### config.mk
export PLATFORM = sky130hd
export DESIGN_NAME = rcopy_engine
export DESIGN_NICKNAME = d
export VERILOG_FILES = /design/src/rtl/rcopy_pkg.sv /design/src/rtl/rcopy_regs.sv /design/src/rtl/rcopy_linebuf.sv /design/src/rtl/rcopy_engine.sv
export SDC_FILE = /design/constraint.sdc
export NUM_CORES = 2
export LEC_CHECK = 0
export ABC_AREA = 0
export BUFFER_PORTS_ARGS = -buffer_cell sky130_fd_sc_hd__buf_2
export CORE_MARGIN = 4
export CORE_UTILIZATION = 65
export CTS_CLUSTER_SIZE = 8
export DETAILED_ROUTE_END_ITERATION = 16
export PLACE_DENSITY = 0.83
export SYNTH_ARGS = -nofsm -noshare
export SYNTH_HDL_FRONTEND = slang
export SYNTH_SLANG_ARGS = --single-unit
### constraint.sdc
create_clock -name clk -period 9.4 [get_ports clk]
set_clock_uncertainty 0.1 [all_clocks]
set_input_delay 1.88 -clock clk [delete_from_list [all_inputs] [get_ports clk]]
set_output_delay 1.88 -clock clk [all_outputs]
set_load 0.02 [all_outputs]
### src/rtl/rcopy_pkg.sv
package rcopy_pkg;

    localparam logic [3:0] MC_SRC_OFS = 4'd0;
    localparam logic [3:0] MC_DST_OFS = 4'd1;
    localparam logic [3:0] MC_PITCH   = 4'd2;
    localparam logic [3:0] MC_FMT     = 4'd3;
    localparam logic [3:0] MC_OPER    = 4'd4;
    localparam logic [3:0] MC_PT_SRC  = 4'd5;
    localparam logic [3:0] MC_PT_DST  = 4'd6;
    localparam logic [3:0] MC_SIZE    = 4'd7;
    localparam logic [3:0] MC_SRC_LIM = 4'd8;
    localparam logic [3:0] MC_DST_LIM = 4'd9;

    localparam logic [31:0] OPER_COPY = 32'd3;
    localparam logic [7:0]  FMT_BYTE  = 8'h01;
    localparam logic [7:0]  FMT_WORD  = 8'h0A;

    typedef struct packed {
        logic [31:0] src_ofs;
        logic [31:0] dst_ofs;
        logic [31:0] src_lim;
        logic [31:0] dst_lim;
        logic [31:0] oper;
        logic [7:0]  fmt;
        logic [15:0] src_pitch;
        logic [15:0] dst_pitch;
        logic [15:0] src_x;
        logic [15:0] src_y;
        logic [15:0] dst_x;
        logic [15:0] dst_y;
        logic [15:0] width;
        logic [15:0] height;
    } cfg_t;

    typedef enum logic [2:0] {
        ST_IDLE  = 3'd0,
        ST_CHECK = 3'd1,
        ST_READ  = 3'd2,
        ST_WAIT  = 3'd3,
        ST_WRITE = 3'd4
    } st_e;

endpackage

### src/rtl/rcopy_regs.sv
module rcopy_regs
    import rcopy_pkg::*;
(
    input  logic        clk,
    input  logic        rst_n,
    input  logic        we,
    input  logic [3:0]  code,
    input  logic [31:0] data,
    output cfg_t        cfg,
    output logic        start
);

    cfg_t cfg_d, cfg_q;

    always_comb begin
        cfg_d = cfg_q;
        if (we) begin
            case (code)
                MC_SRC_OFS: cfg_d.src_ofs = data;
                MC_DST_OFS: cfg_d.dst_ofs = data;
                MC_PITCH: begin
                    cfg_d.src_pitch = data[15:0];
                    cfg_d.dst_pitch = data[31:16];
                end
                MC_FMT:     cfg_d.fmt  = data[7:0];
                MC_OPER:    cfg_d.oper = data;
                MC_PT_SRC: begin
                    cfg_d.src_x = data[15:0];
                    cfg_d.src_y = data[31:16];
                end
                MC_PT_DST: begin
                    cfg_d.dst_x = data[15:0];
                    cfg_d.dst_y = data[31:16];
                end
                MC_SIZE: begin
                    cfg_d.width  = data[15:0];
                    cfg_d.height = data[31:16];
                end
                MC_SRC_LIM: cfg_d.src_lim = data;
                MC_DST_LIM: cfg_d.dst_lim = data;
                default: ;
            endcase
        end
    end

    always_ff @(posedge clk or negedge rst_n) begin
        if (!rst_n) cfg_q <= '0;
        else        cfg_q <= cfg_d;
    end

    assign cfg   = cfg_q;
    assign start = we && (code == MC_SIZE);

endmodule

### src/rtl/rcopy_linebuf.sv
module rcopy_linebuf #(
    parameter int DEPTH = 64,
    localparam int IDX_W = $clog2(DEPTH)
) (
    input  logic             clk,
    input  logic             rst_n,
    input  logic             we,
    input  logic [IDX_W-1:0] waddr,
    input  logic [7:0]       wdata,
    input  logic [IDX_W-1:0] raddr,
    output logic [7:0]       rdata
);

    logic [DEPTH-1:0][7:0] line_d, line_q;

    always_comb begin
        line_d = line_q;
        if (we) line_d[waddr] = wdata;
    end

    always_ff @(posedge clk or negedge rst_n) begin
        if (!rst_n) line_q <= '0;
        else        line_q <= line_d;
    end

    assign rdata = line_q[raddr];

endmodule

### src/rtl/rcopy_engine.sv
module rcopy_engine
    import rcopy_pkg::*;
#(
    parameter int BUF_BYTES = 64
) (
    input  logic        clk,
    input  logic        rst_n,
    input  logic        m_valid,
    output logic        m_ready,
    input  logic [3:0]  m_code,
    input  logic [31:0] m_data,
    output logic        mem_rd,
    output logic        mem_wr,
    output logic [31:0] mem_addr,
    output logic [7:0]  mem_wdata,
    input  logic [7:0]  mem_rdata,
    output logic        busy,
    output logic        done,
    output logic        err
);

    localparam int IDX_W = $clog2(BUF_BYTES);
    localparam int NB_W  = 18;

    typedef struct packed {
        st_e              st;
        logic [15:0]      row;
        logic [IDX_W-1:0] col;
        logic [IDX_W:0]   nb;
        logic [31:0]      sbase;
        logic [31:0]      dbase;
        logic             pend;
        logic [IDX_W-1:0] pidx;
        logic             done;
        logic             err;
    } ctl_t;

    ctl_t ctl_d, ctl_q;
    cfg_t cfg;
    logic start;
    logic [7:0] lb_rdata;

    // Method port: accepted only while idle.
    logic m_accept;
    assign m_accept = m_valid && (ctl_q.st == ST_IDLE);

    rcopy_regs u_regs (
        .clk   (clk),
        .rst_n (rst_n),
        .we    (m_accept),
        .code  (m_code),
        .data  (m_data),
        .cfg   (cfg),
        .start (start)
    );

    rcopy_linebuf #(.DEPTH(BUF_BYTES)) u_line (
        .clk   (clk),
        .rst_n (rst_n),
        .we    (ctl_q.pend),
        .waddr (ctl_q.pidx),
        .wdata (mem_rdata),
        .raddr (ctl_q.col),
        .rdata (lb_rdata)
    );

    // Setup decode used in the check cycle.
    logic [1:0]      px_sh;
    logic            fmt_ok;
    logic [NB_W-1:0] nb_full;
    logic [31:0]     sbase_c, dbase_c;
    logic            col_last, row_last;

    always_comb begin
        fmt_ok = 1'b1;
        px_sh  = 2'd0;
        if (cfg.fmt == FMT_WORD)      px_sh = 2'd2;
        else if (cfg.fmt != FMT_BYTE) fmt_ok = 1'b0;
        nb_full = {2'b00, cfg.width} << px_sh;
        sbase_c = cfg.src_ofs + (32'(cfg.src_y) * 32'(cfg.src_pitch))
                + (32'(cfg.src_x) << px_sh);
        dbase_c = cfg.dst_ofs + (32'(cfg.dst_y) * 32'(cfg.dst_pitch))
                + (32'(cfg.dst_x) << px_sh);
    end

    assign col_last = ({1'b0, ctl_q.col} == (ctl_q.nb - 1'b1));
    assign row_last = (ctl_q.row == (cfg.height - 16'd1));

    always_comb begin
        ctl_d      = ctl_q;
        ctl_d.done = 1'b0;
        ctl_d.err  = 1'b0;
        ctl_d.pend = 1'b0;
        case (ctl_q.st)
            ST_IDLE: begin
                if (start) ctl_d.st = ST_CHECK;
            end
            ST_CHECK: begin
                ctl_d.st = ST_IDLE;
                if (cfg.oper != OPER_COPY || !fmt_ok
                    || cfg.src_ofs >= cfg.src_lim
                    || cfg.dst_ofs >= cfg.dst_lim) begin
                    ctl_d.err = 1'b1;
                end else if (cfg.width == 16'd0 || cfg.height == 16'd0) begin
                    ctl_d.done = 1'b1;
                end else if (nb_full > NB_W'(BUF_BYTES)) begin
                    ctl_d.err = 1'b1;
                end else begin
                    ctl_d.st    = ST_READ;
                    ctl_d.row   = '0;
                    ctl_d.col   = '0;
                    ctl_d.nb    = nb_full[IDX_W:0];
                    ctl_d.sbase = sbase_c;
                    ctl_d.dbase = dbase_c;
                end
            end
            ST_READ: begin
                ctl_d.pend = 1'b1;
                ctl_d.pidx = ctl_q.col;
                if (col_last) begin
                    ctl_d.col = '0;
                    ctl_d.st  = ST_WAIT;
                end else begin
                    ctl_d.col = ctl_q.col + 1'b1;
                end
            end
            ST_WAIT: begin
                ctl_d.st = ST_WRITE;
            end
            ST_WRITE: begin
                if (col_last) begin
                    ctl_d.col = '0;
                    if (row_last) begin
                        ctl_d.st   = ST_IDLE;
                        ctl_d.done = 1'b1;
                    end else begin
                        ctl_d.st    = ST_READ;
                        ctl_d.row   = ctl_q.row + 16'd1;
                        ctl_d.sbase = ctl_q.sbase + 32'(cfg.src_pitch);
                        ctl_d.dbase = ctl_q.dbase + 32'(cfg.dst_pitch);
                    end
                end else begin
                    ctl_d.col = ctl_q.col + 1'b1;
                end
            end
            default: ctl_d.st = ST_IDLE;
        endcase
    end

    always_ff @(posedge clk or negedge rst_n) begin
        if (!rst_n) ctl_q <= '0;
        else        ctl_q <= ctl_d;
    end

    assign mem_rd    = (ctl_q.st == ST_READ);
    assign mem_wr    = (ctl_q.st == ST_WRITE);
    assign mem_addr  = mem_rd ? (ctl_q.sbase + 32'(ctl_q.col))
                     : mem_wr ? (ctl_q.dbase + 32'(ctl_q.col)) : 32'd0;
    assign mem_wdata = mem_wr ? lb_rdata : 8'd0;
    assign busy      = (ctl_q.st != ST_IDLE);
    assign m_ready   = (ctl_q.st == ST_IDLE);
    assign done      = ctl_q.done;
    assign err       = ctl_q.err;

endmodule

==> results.md <==
- Met3 GRT Util: a little over an eighth
- H-tree Lvls: 4
- Fin crit period: around 7.5 ns
- Largest net degree at the start of global routing: between 150 and 200
- Max clock buf depth: 3
- Gr usage total: a little under two fifths
- Die Y: about 320 µm
- Clock Tree Root: clkbuf_16
- Max Clk Rate: between 100 and 150 MHz
- CP Class: flip-flop to flip-flop
- Final Instance Area: ~70000 µm²
- Met2 Use GR: ~54%
- Drt pass-1 iters: 8
- Fillcell total: approximately 6600
- Startpoint Class: flip-flop
- CTS tree: done
- FF-to-FF setup slack: roughly 1.9 ns
- Reg2reg path depth: 21
- Post-Route WL: around 190000 µm
- Primary FF master, synth: dfrtp_1
- Initial antenna violation count: 15
- Initial Utilization: approximately 66%
- DRC: 0
- Die area: approximately 110000 µm²
- Final setup fails: 0
- Status: completed
- Synthesis Warnings: 0
- Hold Path Stages: 1
- Crit Path Max Fanout: 24
- DP Area: around 67000 µm²
- Post-route setup slack: ~1.9 ns
- Total of max-cap violations: 0
- FF+latch count, synth: ~910
- Gates resized, CTS repair: 0
- Place WS: between 2 and 2.5 ns
- CTS sink cnt: 913
- Cell Rows: about 120
- Die width: ~320 µm
- Vias in the first global route: approximately 50000
- Critical Path RT: 9.97 ns
- Post-layout nets: roughly 6800
- Core ar.: around 99000 µm²
- GRT overflow: 0
- Slew Viols, Final: 0
- Drt wl/cell: roughly 27 µm
- GRT Max-Usage Layer: met2
- CTS Buf Count: approximately 130
- Final ANT Viol Nets: 0
- Clock latency on the worst-skew pair: around 0.75 ns
- Syn nets: roughly 7000
- Async SR Flop Fraction: 100%
- Post-synthesis instance area: around 65000 µm²
- Area grow syn2layout: 7.80%
- Multi-input gate area: roughly 39000 µm²
- Placer congestion estimate: ~1.0
- Crit path DAT: a little over 8 ns
- Register clock-pin slew on the reported worst setup and hold paths: approximately 0.050 ns
- Syn avg cell area: about 11 µm²
- Register area share after synthesis: a little over a third
- Cells after synthesis: 5957
- Final Cycle Share: around 80%
- Worst-Margin Slew: between 1 and 1.5 ns
- Placed cells: 7082
- Final HPWL DP: about 130000 µm
- Endpoint type of the worst setup path: flip-flop
- Unique masters post-synth: between 80 and 90
- Final setup TNS: 0 ns
- First-pass GRT wire length: 298000 µm
- Final hold vios: 0
- Final Non-Filler Cells: 7247
- Post-synth EDFFs: 0
- Post-CTS Setup Bufs: 0
- Global Route met1 Usage: 48.4%
- Share of cells above drive strength 1: approximately a fifth
- IO Count: between 90 and 100
- CTS Hold Buffers Added: 0
- RSZ-0062 raised after global routing: false
- Via density: between 6 and 7
- Max_slew headroom: 12.4%
- Reg area: roughly 23000 µm²
- Iteration-0 DRC Markers: 5330
- Vias after detailed routing: slightly below 50000
- HP Class: flip-flop to flip-flop
- Number of I/O port buffers: 92
## sequential cells by signal (all words and copies together) (netlist names)
register	cells
ctl_q	103
done	1
err	1
u_line.line_q	512
u_regs.cfg	296
## synthesized netlist by cell type, types with 7 or more instances
master,count,area share [%]
dfrtp_1,913,35
inv_1,715,4.1
or4_1,7,0.081
xnor2_1,101,1.4
a21oi_1,154,1.2
nor3_1,40,0.31
a22oi_1,15,0.17
mux2_2,801,14
buf_1,43,0.25
nor4_1,30,0.29
o22ai_1,60,0.58
ha_1,307,5.9
o211ai_1,15,0.17
o221ai_1,26,0.35
a31oi_1,25,0.24
and4_1,7,0.094
o31ai_1,16,0.18
clkbuf_2,8,0.061
xor2_1,62,0.83
and3_1,31,0.30
or3_1,16,0.15
nor2b_1,22,0.21
o21bai_1,9,0.10
nand4_1,31,0.30
o21a_1,28,0.32
mux2i_1,103,1.6
or2_2,8,0.077
o21ai_1,16,0.12
and2_1,283,2.7
mux4_2,96,3.3
nand2_1,486,2.8
a211oi_1,41,0.47
fa_1,490,15
o21ai_0,192,1.5
nand3_1,78,0.60
nand3b_1,7,0.081
o32ai_1,10,0.13
nand2b_1,21,0.20
nor3b_1,8,0.092
nor2_1,233,1.3
clkbuf_1,230,1.3
a21o_1,40,0.46
o31a_1,9,0.12
buf_2,20,0.15
## metal layers
metal	vias up	share of wire [%]
li1	20000	-
met1	24400	38
met2	2991	43
met3	653	13
met4	4	5.7
met5	-	0.016
## placed cells by master, fill, tap and decap left out, drive strengths merged, types with 11 or more instances in the layout
cell type	Yosys	final
nor2	235	235
dfrtp	913	913
clkinv	1	12
clkbuf	238	143
fa	490	490
mux4	96	96
a22oi	15	15
ha	307	307
a31oi	26	26
nand2	486	486
o32ai	11	11
buf	65	141
o211ai	15	15
inv	715	718
o31ai	17	17
o21ai	208	208
and2	285	285
a21oi	154	154
a21o	40	40
mux2	804	804
or3	16	16
o22ai	60	60
a211oi	42	42
nand2b	22	22
nor3	43	43
o221ai	26	26
and3	31	31
xnor2	101	101
o21a	28	28
nor2b	22	22
nand4	33	33
mux2i	103	103
nand3	78	78
nor4	30	30
xor2	62	62
## layout make-up
class	count	share of cell area, %
diodes	8	0.0285
clock buffers	143	4.90
clock inverters	14	0.334
inverters	716	3.82
multi-input cells	4025	54.9
flip-flops and latches	913	32.5
well taps	1287	2.29
repair buffers	141	1.28
## per-stage QoR
step,util (%),hold WS (ns)
global route,71.1,0.407
global placement,67.3,0.381
CTS,71.1,0.401
finish,71.1,0.400
floorplan,-,0.374
detailed placement,67.3,0.388
## cells by family (layout without fill, tap and decap cells)
kind of cell,Yosys count,in the layout,share of synthesized area [%]
mux,1003,1003,18.8
other cells,0,8,0
fa+ha+maj,797,797,20.9
compound gates,724,724,7.12
buf+inv,1019,1014,5.93
flops,913,913,35.0
simple gates,1338,1338,10.1
xor+xnor,163,163,2.19
## worst max-delay path, cell delays in order (launching register included)
cell,delay (ns)
dfrtp_1,0.37
nor4_1,0.46
and3_2,0.58
buf_4,0.44
mux2_2,0.40
fa_1,0.51
inv_1,0.07
fa_1,0.50
inv_1,0.04
ha_1,0.27
ha_1,0.28
inv_1,0.04
fa_1,0.47
inv_1,0.04
ha_1,0.20
fa_1,0.49
a211oi_1,0.40
o21a_1,0.26
nor2_1,0.08
a2111oi_0,1.10
a21oi_1,0.11
a21oi_1,0.19
## worst paths after layout
| path | start | endpoint |
|---|---|---|
| max in group asynchronous | rst_n | ctl_q[43] |
| min | u_line.line_q[100] | u_line.line_q[100] |
| max reg2reg | u_regs.cfg[135] | ctl_q[50] |
| min in group asynchronous | rst_n | u_line.line_q[219] |
| max | u_regs.cfg[135] | ctl_q[50] |
| min reg2reg | u_line.line_q[100] | u_line.line_q[100] |
Power is not shown: default switching activity piles up to over one toggle a cycle in this logic, so the estimate is an artifact.
